### src/rtl/wstate_l1.sv
module wstate_l1 #(
  parameter int NLINES = 8,
  parameter int WORDS  = 4,
  parameter int DATA_W = 32,
  parameter int ADDR_W = 12,
  parameter int REG_W  = 3
) (
  input  logic                  clk,
  input  logic                  rst_n,
  input  logic                  req_valid,
  input  logic                  req_write,
  input  logic [ADDR_W-1:0]     req_addr,
  input  logic [DATA_W-1:0]     req_wdata,
  input  logic [REG_W-1:0]      req_region,
  output logic                  req_ready,
  output logic                  resp_valid,
  output logic [DATA_W-1:0]     resp_rdata,
  output logic                  conflict_err,
  output logic                  l2_req_valid,
  output logic                  l2_req_kind,
  output logic [ADDR_W-1:0]     l2_req_addr,
  output logic [DATA_W-1:0]     l2_req_wdata,
  input  logic                  l2_fill_valid,
  input  logic [DATA_W-1:0]     l2_fill_data,
  input  logic                  phase_end,
  input  logic [(1<<REG_W)-1:0] phase_regions,
  output logic                  sweep_done
);
  localparam int IDX_W = $clog2(NLINES);
  localparam int OFF_W = $clog2(WORDS);
  localparam int TAG_W = ADDR_W - IDX_W - OFF_W;
  localparam int NREG  = 1 << REG_W;
  localparam logic [1:0] W_INV = 2'd0, W_VAL = 2'd1, W_REG = 2'd2;

  typedef enum logic [1:0] {S_IDLE, S_FETCH, S_SWEEP} fsm_t;
  fsm_t fsm;

  logic [TAG_W-1:0]  tag_q [NLINES];
  logic [1:0]        wst_q [NLINES][WORDS];
  logic [DATA_W-1:0] dat_q [NLINES][WORDS];
  logic [REG_W-1:0]  rgn_q [NLINES][WORDS];
  logic              tch_q [NLINES][WORDS];

  logic [IDX_W-1:0] ptr, pend_idx;
  logic [OFF_W-1:0] pend_off;
  logic [REG_W-1:0] pend_rgn;
  logic [NREG-1:0]  mask_q;

  wire [TAG_W-1:0] a_tag = req_addr[ADDR_W-1 -: TAG_W];
  wire [IDX_W-1:0] a_idx = req_addr[OFF_W +: IDX_W];
  wire [OFF_W-1:0] a_off = req_addr[OFF_W-1:0];

  logic line_has_reg;
  always_comb begin
    line_has_reg = 1'b0;
    for (int w = 0; w < WORDS; w++)
      if (wst_q[a_idx][w] == W_REG) line_has_reg = 1'b1;
  end

  wire idle     = (fsm == S_IDLE);
  wire tag_hit  = (tag_q[a_idx] == a_tag);
  wire ld_hit   = !req_write && tag_hit && (wst_q[a_idx][a_off] != W_INV);
  wire conflict = !tag_hit && line_has_reg;
  wire accept   = req_valid && req_ready;

  assign req_ready    = idle && !phase_end && !conflict;
  assign conflict_err = idle && !phase_end && req_valid && conflict;

  always_ff @(posedge clk) begin
    if (!rst_n) begin
      fsm          <= S_IDLE;
      ptr          <= '0;
      pend_idx     <= '0;
      pend_off     <= '0;
      pend_rgn     <= '0;
      mask_q       <= '0;
      resp_valid   <= 1'b0;
      resp_rdata   <= '0;
      l2_req_valid <= 1'b0;
      l2_req_kind  <= 1'b0;
      l2_req_addr  <= '0;
      l2_req_wdata <= '0;
      sweep_done   <= 1'b0;
      for (int l = 0; l < NLINES; l++) begin
        tag_q[l] <= '0;
        for (int w = 0; w < WORDS; w++) begin
          wst_q[l][w] <= W_INV;
          dat_q[l][w] <= '0;
          rgn_q[l][w] <= '0;
          tch_q[l][w] <= 1'b0;
        end
      end
    end else begin
      resp_valid   <= 1'b0;
      l2_req_valid <= 1'b0;
      sweep_done   <= 1'b0;
      case (fsm)
        S_IDLE: begin
          if (phase_end) begin
            mask_q <= phase_regions;
            ptr    <= '0;
            fsm    <= S_SWEEP;
          end else if (accept) begin
            if (!tag_hit) begin
              tag_q[a_idx] <= a_tag;
              for (int w = 0; w < WORDS; w++) begin
                wst_q[a_idx][w] <= W_INV;
                tch_q[a_idx][w] <= 1'b0;
              end
            end
            if (req_write) begin
              dat_q[a_idx][a_off] <= req_wdata;
              wst_q[a_idx][a_off] <= W_REG;
              rgn_q[a_idx][a_off] <= req_region;
              tch_q[a_idx][a_off] <= 1'b1;
              l2_req_valid        <= 1'b1;
              l2_req_kind         <= 1'b1;
              l2_req_addr         <= req_addr;
              l2_req_wdata        <= req_wdata;
            end else if (ld_hit) begin
              resp_valid          <= 1'b1;
              resp_rdata          <= dat_q[a_idx][a_off];
              tch_q[a_idx][a_off] <= 1'b1;
            end else begin
              l2_req_valid <= 1'b1;
              l2_req_kind  <= 1'b0;
              l2_req_addr  <= req_addr;
              l2_req_wdata <= '0;
              pend_idx     <= a_idx;
              pend_off     <= a_off;
              pend_rgn     <= req_region;
              fsm          <= S_FETCH;
            end
          end
        end
        S_FETCH: begin
          if (l2_fill_valid) begin
            dat_q[pend_idx][pend_off] <= l2_fill_data;
            wst_q[pend_idx][pend_off] <= W_VAL;
            rgn_q[pend_idx][pend_off] <= pend_rgn;
            tch_q[pend_idx][pend_off] <= 1'b1;
            resp_valid                <= 1'b1;
            resp_rdata                <= l2_fill_data;
            fsm                       <= S_IDLE;
          end
        end
        S_SWEEP: begin
          for (int w = 0; w < WORDS; w++) begin
            if (mask_q[rgn_q[ptr][w]] && !tch_q[ptr][w]) wst_q[ptr][w] <= W_INV;
            tch_q[ptr][w] <= 1'b0;
          end
          ptr <= ptr + 1'b1;
          if (ptr == IDX_W'(NLINES - 1)) begin
            fsm        <= S_IDLE;
            sweep_done <= 1'b1;
          end
        end
        default: fsm <= S_IDLE;
      endcase
    end
  end
endmodule


### config.mk
export PLATFORM = sky130hd
export DESIGN_NAME = wstate_l1
export DESIGN_NICKNAME = d
export VERILOG_FILES = /design/src/rtl/wstate_l1.sv
export SDC_FILE = /design/constraint.sdc
export NUM_CORES = 2
export LEC_CHECK = 0
export ABC_AREA = 1
export ABC_CLOCK_PERIOD_IN_PS = 5100
export CAP_MARGIN = 10
export CORE_MARGIN = 10
export CORE_UTILIZATION = 60
export DETAILED_ROUTE_END_ITERATION = 16
export PLACE_DENSITY = 0.78
export REMOVE_ABC_BUFFERS = 1
export SYNTH_ARGS = -nofsm -noshare
export SYNTH_HDL_FRONTEND = slang
export SYNTH_SLANG_ARGS = --single-unit
export TNS_END_PERCENT = 1
### constraint.sdc
create_clock -name clk -period 5.1 [get_ports clk]
set_input_delay 1.02 -clock clk [delete_from_list [all_inputs] [get_ports clk]]
set_output_delay 1.02 -clock clk [all_outputs]
set_load 0.005 [all_outputs]
==> results.yml <==
critical_path:
  end_kind: "output port"
  r2r_slack_ns: 1.03
  max_stage_delay_ns: 0.71
  path_common_cell: "nor2_1"
  crit_path_start_kind: "input port"
  crit_arrival_ns: 3.79
  worstSetupPathType: "in2out"
  crit_required_ns: 4.08
  crit_fanout: 10
  slowest_stage: "clkdlybuf4s50_1"
  path_cells: "clkdlybuf4s50_1 -> inv_2 -> nor2_4 -> nand3_1 -> nand2_1 -> nor2_1 -> nand2_1 -> nand2_1 -> nor2_1 -> nand2_1 -> nor2_1 -> nor2_1 -> nor2_1 -> clkdlybuf4s50_1"
clocking:
  post_cts_buffers: 0
  path_clk_slew_ns: 0.06
  htree_levels: 4
  cts_buffers: 140
  clock_latency_ns: 0.78
  ctsResizeCount: 0
  cts_tree: "done"
  clockBufferDepth: 3
  holdBufCountCts: 0
  cts_sinks: 1376
  root_buffer: "clkbuf_16"
synth:
  synth_area_um2: 59400
  synth.yosys.seq_area_share_pct: 67.8
  synth_flop_cell: "edfxtp_1"
  yosys_warnings: 0
  synth-seq-cells: 1376
  synth_top_cell_area_share_pct: 64.2
  synth_top_area_cell: "edfxtp_1"
  synth.distinct_cells: 47
  synth-async-reset-ratio_pct: 0
  synth_edf_count: 1271
  syn_avg_cell_area_um2: 10.4
  synth.area.top_cells: "edfxtp_1 64%, nor2_1 8.9%, nand2_1 8.1%"
  synthCells: 5712
final_layout:
  nNetsFinal: 5923
  seqCellArea_um2: 40300
  final_common_cell: "nor2_1"
  num-fill-cells: 6880
  multiInputGateArea_um2: 17000
  stdcell_count: 7231
  final_area_um2: 68200
  syn_to_final_growth_pct: 14.7
  drive_gt1_share_pct: 9.59
  post-route-util_pct: 69.3
  most-common-layout-cells: "1409 x nor2_1, 1271 x edfxtp_1, 1244 x nand2_1, 207 x inv_1, 198 x buf_4"
place:
  dpl.hpwl_um: 117000
  io_buffers: 174
  placed_area_um2: 63500
  gp_congestion: 0.904
  pre_cts_slack_ns: 0.209
  dp.cells: 6973
pwr:
  power.total_mw: 25.0
  comb_power_share_pct: 7.4
  irDropWorstVdd_uv: 315
  clock_power_share_pct: 41.5
  leakage_nw: 26.1
  p_switching_mw: 5.92
  p_int_mw: 19.1
  swShare_pct: 23.6
  power_density_nw_per_um2: 367
  p_seq_share_pct: 51.2
sta:
  slew-limit-headroom_pct: 19.8
  whs_ns: 0.455
  fmax_ghz: 0.208
  fin_crit_sh_pct: 94.3
  final-setup-viol-count: 0
  fin_ws_ns: 0.288
  worst_pin_slew_ns: 1.18
  slew_violations: 0
  period_minus_slack_ns: 4.81
  hold_violations: 0
  skew_ns: 0.0369
  rsz0062_at_grt: "no"
  setup_tns_ns: 0
grt:
  grt_pass1_wl_um: 289000
  grt_pass1_vias: 46100
  grt_antenna_before_repair: 4
  overflow: 0
  grtUsageTotal_pct: 34.7
  grt_max_degree: 90
run_status:
  status: "complete, no violations"
detailed_routing:
  drc: 0
  wl_per_cell_um: 27.4
  viasPerCell: 6.49
  drt-pass1-iter-count: 9
  vias: 47000
  drtIter0Drc: 8090
  ant_nets: 0
  finalWirelength_um: 198000
floorplan:
  die_h_um: 335
  start_util_pct: 60.5
  die-area_um2: 112000
  io_pins: 175
  core_area_um2: 98300
  rows: 115
  die_x_um: 335
worst_hold_path:
  hp-class: "reg2reg"
run:
  cap_violations: 0
## worst paths after layout
check                      startpoint                        end  cells after the start
max                       req_addr[4]                  req_ready                     14
min          pend_idx[0]$_SDFFE_PN0P_   pend_idx[0]$_SDFFE_PN0P_                      2
max reg2reg                  register  wst_q[4][6]$_SDFFCE_PN0P_                     16
min reg2reg  pend_idx[0]$_SDFFE_PN0P_   pend_idx[0]$_SDFFE_PN0P_                      2
## critical path, delay by kind of cell
| kind | cells | cell delay [ns] |
|---|---|---|
| and+or+nand+nor | 11 | 1.31 |
| buffers and inverters | 3 | 1.45 |
## state kept, by name, indices dropped and copies added (netlist names), named ones only
name	count
l2_req_kind	1
mask_q	8
l2_req_addr	12
l2_req_wdata	32
wst_q	64
tag_q	56
pend_off	2
tch_q	32
pend_rgn	3
pend_idx	3
resp_rdata	32
sweep_done	1
dat_q	1024
ptr	3
resp_valid	1
l2_req_valid	1
fsm	2
rgn_q	96
## power groups by stage
stage | clock network, mW | logic, mW | registers, mW
finish | 10.4 | 1.84 | 12.8
global route | 10.8 | 1.91 | 12.8
CTS | 10.4 | 1.77 | 12.8
detailed placement | 0 | 1.76 | 13.0
global placement | 0 | 1.73 | 13.0
floorplan | 0 | 0.844 | 13.0
## cell usage after synthesis, types with 23 or more instances
library cell	number
a22oi_1	121
nand2_2	27
a22o_1	23
o21ai_0	141
dfxtp_1	105
buf_2	82
nand3_1	139
clkbuf_1	271
inv_1	211
a31oi_1	24
buf_1	69
a221oi_1	109
nand2_1	1285
edfxtp_1	1271
nor2_1	1415
nand4_1	127
a21oi_1	126
mux2i_1	31
## area by class of cell
class	count	share of cell area, %
Sequential cell	1376	59.1
Clock inverter	74	1.19
Multi-Input combinational cell	3681	25.0
Tap cell	1287	2.36
Antenna cell	3	0.0110
Inverter	230	1.29
Timing Repair Buffer	399	5.52
Clock buffer	181	5.56
## routing by layer
layer | track usage, % | vias to the layer above | wire length [µm]
met1 | 42.2 | 22100 | 63500
met5 | 0 | - | 12
met4 | 21.8 | 2 | 14300
met3 | 11.2 | 906 | 31900
met2 | 53.5 | 4158 | 88300
li1 | - | 19800 | -
## kinds of logic after synthesis
kind of cell	after synthesis	synth area share, %
DFF	1376	67.8
muxes	31	0.522
and+or+nand+nor	3016	20.2
AOI/OAI and AO/OA	632	7.15
adders and majority gates	2	0.0421
buffers and inverters	655	4.35
No activity file was read; power rests on OpenSTA's default activity.
